<file path="src/rtl/nr_recip_pkg.sv">
package nr_recip_pkg;
  // Strobes from the sequencer to the arithmetic
  typedef struct packed {
    logic load;    // capture a normalised operand and its seed
    logic iter;    // advance one Newton step
    logic finish;  // square, shift back and register the result
  } nrStrobe_t;
endpackage

</file>
<file path="src/rtl/nr_recip_ctrl.sv">
module nr_recip_ctrl
  import nr_recip_pkg::*;
#(
  parameter int ITERS     = 3,
  parameter bit PIPELINED = 1'b0
) (
  input  logic       clk,
  input  logic       rstN,
  input  logic       inValid,
  output logic       inReady,
  output nrStrobe_t  strobe,
  output logic       outValid
);
  localparam int CW = $clog2(ITERS + 1);

  if (!PIPELINED) begin : g_shared
    logic          busy;
    logic [CW-1:0] cnt;

    always_comb begin
      strobe        = '0;
      strobe.load   = inValid && !busy;
      strobe.iter   = busy && (cnt != CW'(ITERS));
      strobe.finish = busy && (cnt == CW'(ITERS));
    end
    assign inReady = !busy;

    always_ff @(posedge clk) begin
      if (!rstN) begin
        busy     <= 1'b0;
        cnt      <= '0;
        outValid <= 1'b0;
      end else begin
        outValid <= strobe.finish;
        if (strobe.load) begin
          busy <= 1'b1;
          cnt  <= '0;
        end else if (strobe.iter) begin
          cnt <= cnt + CW'(1);
        end else if (strobe.finish) begin
          busy <= 1'b0;
        end
      end
    end


    strobe_excl_chk: assert property (@(posedge clk) disable iff (!rstN)
      $onehot0({strobe.load, strobe.iter, strobe.finish}));

    cnt_bound_chk: assert property (@(posedge clk) disable iff (!rstN)
      busy |-> cnt <= CW'(ITERS));

    out_pulse_chk: assert property (@(posedge clk) disable iff (!rstN)
      outValid |=> !outValid);
  end else begin : g_pipe
    logic [ITERS:0] vld;

    always_comb begin
      strobe        = '0;
      strobe.load   = inValid;
      strobe.iter   = 1'b1;
      strobe.finish = vld[ITERS];
    end
    assign inReady = 1'b1;

    always_ff @(posedge clk) begin
      if (!rstN) begin
        vld      <= '0;
        outValid <= 1'b0;
      end else begin
        vld[0] <= inValid;
        for (int k = 1; k <= ITERS; k++) vld[k] <= vld[k-1];
        outValid <= strobe.finish;
      end
    end
  end
endmodule

</file>
<file path="src/rtl/nr_recip_dp.sv">
module nr_recip_dp
  import nr_recip_pkg::*;
#(
  parameter int DATA_W    = 16,
  parameter int ITERS     = 3,
  parameter int SEED_BITS = 3,
  parameter bit PIPELINED = 1'b0
) (
  input  logic              clk,
  input  logic              rstN,
  input  nrStrobe_t         strobe,
  input  logic [DATA_W-1:0] inData,
  output logic [DATA_W-1:0] outData
);
  localparam int FB    = DATA_W + 4;           // fraction bits of the estimate
  localparam int YW    = FB + 1;               // estimate width (value below 2)
  localparam int PW    = 2 * FB + DATA_W + 4;  // scratch width for products
  localparam int LZW   = $clog2(DATA_W);
  localparam int NSEED = 1 << SEED_BITS;

  function automatic logic [LZW-1:0] leadZeros(input logic [DATA_W-1:0] v);
    logic [LZW-1:0] n;
    logic found;
    n = '0;
    found = 1'b0;
    for (int b = DATA_W - 1; b >= 0; b--) begin
      if (!found) begin
        if (v[b]) found = 1'b1;
        else      n = n + LZW'(1);
      end
    end
    return n;
  endfunction

  // 1/sqrt of the midpoint of table bin idx, scaled by 2^FB
  function automatic logic [YW-1:0] seedOf(input int idx);
    logic [PW-1:0] q, t;
    logic [YW-1:0] r;
    q = (PW'(1) << (2 * FB + SEED_BITS + 2)) / PW'(2 * NSEED + 2 * idx + 1);
    r = '0;
    for (int b = YW - 1; b >= 0; b--) begin
      t = PW'(r | (YW'(1) << b));
      if (t * t <= q) r = t[YW-1:0];
    end
    return r;
  endfunction

  function automatic logic [YW-1:0] nrStep(input logic [YW-1:0] y,
                                           input logic [DATA_W-1:0] m);
    logic [PW-1:0] yw, sq, prod, three, v;
    yw    = PW'(y);
    sq    = (yw * yw) >> FB;
    prod  = (PW'(m) * sq) >> DATA_W;
    three = PW'(3) << FB;
    v     = (prod > three) ? '0 : three - prod;
    prod  = (yw * v) >> (FB + 1);
    return prod[YW-1:0];
  endfunction

  function automatic logic [DATA_W-1:0] denorm(input logic [YW-1:0] y,
                                               input logic [LZW-1:0] lz,
                                               input logic zero);
    logic [PW-1:0] yw, full;
    yw   = PW'(y);
    full = ((yw * yw) << lz) >> (2 * FB);
    if (zero || full >= (PW'(1) << DATA_W)) return '1;
    return full[DATA_W-1:0];
  endfunction

  logic [YW-1:0] seedTab [NSEED];
  for (genvar i = 0; i < NSEED; i++) begin : g_seed
    localparam logic [YW-1:0] SEEDV = seedOf(i);
    assign seedTab[i] = SEEDV;
  end

  logic              inZero;
  logic [LZW-1:0]    inLz;
  logic [DATA_W-1:0] inNorm;
  logic [YW-1:0]     inSeed;
  logic [DATA_W-1:0] outReg;

  assign inZero  = (inData == '0);
  assign inLz    = leadZeros(inData);
  assign inNorm  = inZero ? {1'b1, {(DATA_W-1){1'b0}}} : (inData << inLz);
  assign inSeed  = seedTab[inNorm[DATA_W-2 -: SEED_BITS]];
  assign outData = outReg;

  if (!PIPELINED) begin : g_shared
    logic [YW-1:0]     yReg;
    logic [DATA_W-1:0] mReg;
    logic [LZW-1:0]    lzReg;
    logic              zReg;

    always_ff @(posedge clk) begin
      if (strobe.load) begin
        yReg  <= inSeed;
        mReg  <= inNorm;
        lzReg <= inLz;
        zReg  <= inZero;
      end else if (strobe.iter) begin
        yReg <= nrStep(yReg, mReg);
      end
      if (strobe.finish) outReg <= denorm(yReg, lzReg, zReg);
    end


    zero_sat_chk: assert property (@(posedge clk) disable iff (!rstN)
      (strobe.finish && zReg) |=> outData == '1);
  end else begin : g_pipe
    logic [YW-1:0]     yPipe  [ITERS+1];
    logic [DATA_W-1:0] mPipe  [ITERS+1];
    logic [LZW-1:0]    lzPipe [ITERS+1];
    logic              zPipe  [ITERS+1];

    always_ff @(posedge clk) begin
      if (strobe.load) begin
        yPipe[0]  <= inSeed;
        mPipe[0]  <= inNorm;
        lzPipe[0] <= inLz;
        zPipe[0]  <= inZero;
      end
      for (int k = 1; k <= ITERS; k++) begin
        if (strobe.iter) begin
          yPipe[k]  <= nrStep(yPipe[k-1], mPipe[k-1]);
          mPipe[k]  <= mPipe[k-1];
          lzPipe[k] <= lzPipe[k-1];
          zPipe[k]  <= zPipe[k-1];
        end
      end
      if (strobe.finish) outReg <= denorm(yPipe[ITERS], lzPipe[ITERS], zPipe[ITERS]);
    end


    zero_sat_chk: assert property (@(posedge clk) disable iff (!rstN)
      (strobe.finish && zPipe[ITERS]) |=> outData == '1);
  end
endmodule

</file>
<file path="src/rtl/nr_recip.sv">
module nr_recip
  import nr_recip_pkg::*;
#(
  parameter int DATA_W    = 16,
  parameter int ITERS     = 3,
  parameter int SEED_BITS = 3,
  parameter bit PIPELINED = 1'b0
) (
  input  logic              clk,
  input  logic              rstN,
  input  logic              inValid,
  input  logic [DATA_W-1:0] inData,
  output logic              inReady,
  output logic              outValid,
  output logic [DATA_W-1:0] outData
);
  nrStrobe_t strobe;

  nr_recip_ctrl #(.ITERS(ITERS), .PIPELINED(PIPELINED)) u_ctrl (
    .clk(clk), .rstN(rstN), .inValid(inValid), .inReady(inReady),
    .strobe(strobe), .outValid(outValid)
  );

  nr_recip_dp #(.DATA_W(DATA_W), .ITERS(ITERS), .SEED_BITS(SEED_BITS),
                .PIPELINED(PIPELINED)) u_dp (
    .clk(clk), .rstN(rstN), .strobe(strobe), .inData(inData), .outData(outData)
  );

  if (!PIPELINED) begin : g_shared_chk

    accept_block_chk: assert property (@(posedge clk) disable iff (!rstN)
      (inValid && inReady) |=> !inReady);
  end
endmodule

</file>
<file path="config.mk">
export PLATFORM = sky130hd
export DESIGN_NAME = nr_recip
export DESIGN_NICKNAME = d
export VERILOG_FILES = /design/src/rtl/nr_recip_pkg.sv /design/src/rtl/nr_recip_ctrl.sv /design/src/rtl/nr_recip_dp.sv /design/src/rtl/nr_recip.sv
export SDC_FILE = /design/constraint.sdc
export NUM_CORES = 2
export LEC_CHECK = 0
export ABC_CLOCK_PERIOD_IN_PS = 23300
export BUFFER_PORTS_ARGS = -buffer_cell sky130_fd_sc_hd__buf_2
export CORE_UTILIZATION = 50
export CTS_BUF_LIST = sky130_fd_sc_hd__clkbuf_4 sky130_fd_sc_hd__clkbuf_8
export CTS_CLUSTER_SIZE = 12
export DETAILED_ROUTE_END_ITERATION = 16
export PLACE_DENSITY = 0.65
export RECOVER_POWER = 25
export SLEW_MARGIN = 20
export SYNTH_ARGS = -nofsm -noshare
export SYNTH_HDL_FRONTEND = slang
export SYNTH_HIERARCHICAL = 1
export SYNTH_SLANG_ARGS = --single-unit
</file>
<file path="constraint.sdc">
create_clock -name clk -period 23.3 [get_ports clk]
set_input_delay 4.66 -clock clk [delete_from_list [all_inputs] [get_ports clk]]
set_output_delay 4.66 -clock clk [all_outputs]
set_load 0.05 [all_outputs]
</file>
Word-level counts from Yosys, hierarchy flattened

Memory sizes are Yosys's and may differ from the RTL's.
Index checks and enable logic that the tools add are counted.

Register bits: 62
Logic and storage cells: 123
Output and inout port bits: 18
Memory bits (writable): 0
Memories kept: 1
ROM bits: 168
Latch bits: 0
Input bits: 19

Equal/unequal tests: 3
Multiplexer cells: 73
Multipliers: 3
Add/subtract/negate cells: 17
Div/mod/pow operators: 0
Magnitude comparators: 3
Reduce and logical (&&, ||, !) cells: 10
Shifts and indexed selects: 2
Bitwise operators: 2

Memories:

| memory          | depth | bits a word | rd ports | clocked after Yosys merged registers in | write ports | RTL line          | RTL |
|---|---|---|---|---|---|---|---|
| (no name shown) | 8     | 21          | 1        | 0                                       | 0           | nr_recip_dp.sv:85 | `assign inSeed = seedTab[inNorm[DATA_W-2 -: SEED_BITS]];` |

Operator list:

| operator               | number |
|---|---|
| $mux 4                 | 30 |
| $mux 21                | 4 |
| $mul 21x60->42         | 1 |
| $mux 60                | 1 |
| $shl 42x4->60          | 1 |
| $add 4x1->4 const B    | 14 |
| $sub 22x44->45 const A | 1 |
| $gt 44x22->1 const B   | 1 |
| $mul 21x21->42         | 1 |
| $mul 16x22->38         | 1 |
| $mux 1                 | 35 |
| $mux 16                | 2 |
| $ge 20x17->1 const B   | 1 |
| $logic_not 16->1       | 1 |
| $shl 16x4->16          | 1 |
| $mux 15                | 1 |
| $ge 4x4->1 const B     | 1 |
| $not 3->4              | 1 |
| $reduce_bool 2->1      | 2 |
| $logic_and 1x1->1      | 3 |
| $add 1x1->2 const B    | 1 |
| $add 2x1->2 const B    | 1 |
| $eq 2x2->1 const B     | 1 |
| $ne 2x1->1 const B     | 1 |
| other kinds (6)        | 6 |

Logic depth before layout (Yosys ltp)

Word-level depth: 53
Mapped depth: 87
Depth with buffers taken out: 82

By module

The synthesis kept the hierarchy.

Modules (own cells, without submodules):

| module        | seq. area each (um2) | area an instance (um2) | cells each | instances |
|---|---|---|---|---|
| nr_recip_dp   | 1741.7               | 45302.2                | 5028       | 1 |
| nr_recip_ctrl | 80.1                 | 188.9                  | 17         | 1 |

Worst setup path after synthesis

No wires, ideal clock.

Path type: register -> register
Start point: reg u_dp.g_shared.yReg[4]
End point: reg u_dp.g_shared.yReg[20] (data pin)
Arrival time: 20.348 ns
Setup slack: 2.699 ns
Path buffers: 6
Period minus slack after synthesis: 20.601 ns
Data required time: 23.046 ns
Stages on the path, launching flop included: 79
Setup time: 0.254 ns
Cell sequence: edfxtp_1 clkbuf_1 clkbuf_1 nand2_1 fa_1 inv_1 fa_1 inv_1 fa_1 inv_1 fa_1 fa_1 fa_1 inv_1 fa_1 inv_1 ha_1 a21o_1 [43 not listed] inv_1 fa_1 inv_1 ha_1 a21oi_1 o21bai_1 a21oi_1 o21ai_0 a21o_1 a21o_1 a21o_1 a21o_1 a21oi_1 a31oi_1 a31oi_1 o21ai_0 a21o_1 a21o_1

Word-level cells in the longest chain between the ends: 7
Elaborated cells on any way between the ends: 8
Classes of those cells: 1 x add/sub; 3 x mul; 1 x order compare; 3 x mux

RTL lines:

| item                                                  | RTL line           | RTL |
|---|---|---|
| start: declaration                                    | nr_recip_dp.sv:89  | `logic [YW-1:0] yReg;` |
| start signal: assignment                              | nr_recip_dp.sv:96  | `yReg <= inSeed;` |
| start signal: assignment                              | nr_recip_dp.sv:101 | `yReg <= nrStep(yReg, mReg);` |
| $mul 21x21->42                                        | nr_recip_dp.sv:52  | `sq = (yw * yw) >> FB;` |
| $mul 16x22->38                                        | nr_recip_dp.sv:53  | `prod = (PW'(m) * sq) >> DATA_W;` |
| $sub 22x44->45 / $gt 44x22->1 (equally long branches) | nr_recip_dp.sv:55  | `v = (prod > three) ? '0 : three - prod;` |
| $mux 60                                               | nr_recip_dp.sv:55  |  |
| $mul 21x60->42 *                                      | nr_recip_dp.sv:56  | `prod = (yw * v) >> (FB + 1);` |
| $mux 21 *                                             | nr_recip_dp.sv:100 | `end else if (strobe.iter) begin` |
| $mux 21 *                                             | nr_recip_dp.sv:95  | `if (strobe.load) begin` |

Mark *: on every way between the ends. The rest lies on a longest branch, timed or not. The select of a mux whose other input is x is not followed.
A chain may end at the register's enable or synchronous reset.

Worst setup path after layout

Start point: reg u_dp.g_shared.yReg[6]
End point: reg u_dp.g_shared.yReg[13] (data pin)

The elaborated chain is that of the path after synthesis.

==> metrics.csv <==
metric,value,unit
vias,33915,
hold crit path type,flip-flop to flip-flop,
Synth top cells by count,"inv_1 (1,184), fa_1 (1,066), nand2_1 (617)",
routed wire length per instance,20.0,µm
Slew headroom,0.326,
layout cells sized above 1,0.0540,
MaxCap Viol Count,0,
post-route ant nets,0,
ranking of synthesized cells by area,"fa_1 (47%), ha_1 (10%), inv_1 (9.8%)",
clk sinks,62,
Root Driver,clkbuf_8,
DRC,0,
Rows,110,
critical path type,flip-flop to flip-flop,
CTS tree,built,
RePlAce Congestion,0.983,
status,"complete, no violations",
DP HPWL,103000,µm
die width,304,µm
Worst Path Required,23480,ps
mapped cell area,45500,µm²
htree depth,3,
global-route wire length before repair,199000,µm
CTS Hold Buffers Added,0,
gr usage total,0.277,
post-synth net total,6500,
worst flop-to-flop path startpoint,u_dp/g_shared.yReg[6],
Starting Density,0.505,
R2R setup slack,1010,ps
Routed Wire Length,123000,µm
"Primary FF master, synth",edfxtp_1,
Critical path buffers and inverters,17,
critical path arrival,22460,ps
Core Area,90000,µm²
initial antenna violation count,3,
final setup vio count,0,
"Clk Latency, worst-skew pair",470,ps
Avg Synthesized Cell Area,9.02,µm²
Fin. Hold Viols,0,
Die ar.,92200,µm²
largest net degree at the start of global routing,52,
Port-buffer cells,36,
Worst Hold Endpoint,u_ctrl/g_shared.cnt[1],
uppermost layer routed,met4,
post-synthesis register bit count,62,
maximum root-to-sink buffer count,2,
vias in the first global route,35646,
Unique masters post-synth,100,
Worst setup EP type,flip-flop,
most frequent cell after synthesis,inv_1,
largest area contributor in the netlist,fa_1,
Final Util,0.529,
max-slew violation count,0,
Hold Crit Depth,2,
Crit Path Max Fanout,51,
First-pass DRT Iterations,6,
clk slew on worst S/H paths,100,ps
post-DR vias/cell,5.49,
Yosys top cell area share,0.469,
yosys warns,6,
die height,304,µm
met2 wire len,58600,µm
Max Clk Rate,0.0449,GHz
Post-synth EDFFs,58,
CP max-delay cell,edfxtp_1,
CTS buffer count,9,
DRT iter0 DRCs,2637,
final period utilization,0.957,
Area Overhead vs Synth,4.62,%
Synth async-reset ratio,0,
sequential-to-total area share from yosys stat,0.0400,
reg-to-reg endpoint,u_dp/g_shared.yReg[13],
crit start category,flip-flop,
worst-margin pin slew,1010,ps
routed wl met3,8570,µm
CP peak stage delay,600,ps
family with the most delay on the worst path,adder cells,
Worst Reg-to-Reg Cells,75,
hold_sp,u_ctrl/g_shared.cnt[1],
Tmin final,22290,ps
hold slack,486,ps
DRT met1 WL,52700,µm
crit-path most repeated cell,fa_1,
Syn Inst Count,5045,
Final Skew,37.9,ps
total gr overflow,0,
RSZ-0062 raised after global routing,true,
final net count,6446,
Top Ports,37,
==> per-layer routing <==
metal  track usage  vias to the layer above
met1         0.383                    17466
met4        0.0643                        0
met3        0.0400                      151
met5             0                        -
met2         0.461                     1146
li1              -                    15152
==> area by class of cell <==
cell class / count / area [µm²]
fillers: 8425 / 42400
multi-input cells: 3556 / 38400
inverters: 1191 / 4470
flip-flops and latches: 62 / 1820
well taps: 1176 / 1470
repair buffers: 171 / 1270
clock buffers: 9 / 124
clock inverters: 7 / 61.3
diodes: 1 / 2.50
==> registers in the layout (all words and copies together), names as in the netlist <==
| register | flops |
|---|---|
| u_dp/g_shared.lzReg | 4 |
| u_dp/g_shared.yReg | 21 |
| u_dp/g_shared.zReg | 1 |
| u_dp/g_shared.mReg | 16 |
| u_ctrl/g_shared.busy | 1 |
| u_dp/outData | 16 |
| u_ctrl/g_shared.cnt | 2 |
| u_ctrl/outValid | 1 |
==> tightest hold or removal path: cells and delay by family (launching register included) <==
| kind | cells | cell delay [ps] |
|---|---|---|
| flops | 1 | 320 |
| compound gates | 1 | 50 |
| simple gates | 1 | 70 |
==> how the worst max path moves through the flow <==
| stage | from | endpoint | slack, ps | depth (start not counted) |
|---|---|---|---|---|
| 4_1_cts | u_dp/g_shared.yReg[6] | u_dp/g_shared.yReg[13] | 350 | 75 |
| 6_report | u_dp/g_shared.yReg[6] | u_dp/g_shared.yReg[13] | 1010 | 75 |
| 5_1_grt | u_dp/g_shared.yReg[15] | u_dp/g_shared.yReg[13] | -40 | 77 |
| 3_5_place_dp | u_dp/g_shared.yReg[6] | u_dp/g_shared.yReg[13] | 420 | 69 |
| 3_3_place_gp | u_dp/g_shared.yReg[2] | u_dp/g_shared.yReg[13] | 660 | 74 |
| 2_1_floorplan | u_dp/g_shared.yReg[4] | u_dp/g_shared.yReg[20] | 2700 | 78 |
==> layout by cell type, fill, tap and decap left out, types with 82 or more instances in the layout <==
| cell type | instances |
|---|---|
| nor2_1 | 127 |
| nor3_1 | 115 |
| o21ai_0 | 82 |
| fa_1 | 1066 |
| and2_1 | 418 |
| inv_1 | 1184 |
| buf_4 | 126 |
| nand2_1 | 617 |
| a21oi_1 | 118 |
| ha_1 | 370 |
==> metrics by stage <==
stage | instance area [µm²] | setup slack (ps) | instances | TNS (ps)
after floorplan | 45500 | 2700 | 5045 | 0
after global placement | 47100 | 660 | 6135 | 0
after detailed placement | 47100 | 417 | 6135 | 0
after CTS | 47300 | 353 | 6151 | 0
after global routing | 47600 | -39.7 | 6172 | -39.7
final | 47600 | 1010 | 6173 | 0
==> kinds of logic after synthesis <==
family                   Yosys count  synth area share
AND/OR/NAND/NOR                 1485             0.163
adder cells (fa/ha/maj)         1436             0.571
buffers and inverters           1427             0.119
AO/OA/AOI/OAI                    441            0.0643
XOR/XNOR                         116            0.0228
multiplexers                      78            0.0195
flip-flops                        62            0.0400
==> repair_timing <==
item,in CTS,in global routing
endpoints found under the setup margin,0,20
setup buffers,0,21
resized for setup,0,14
Power is left out: the tool's default activity adds up to more than one toggle a clock period on the data nets, which glitch-free logic cannot reach.
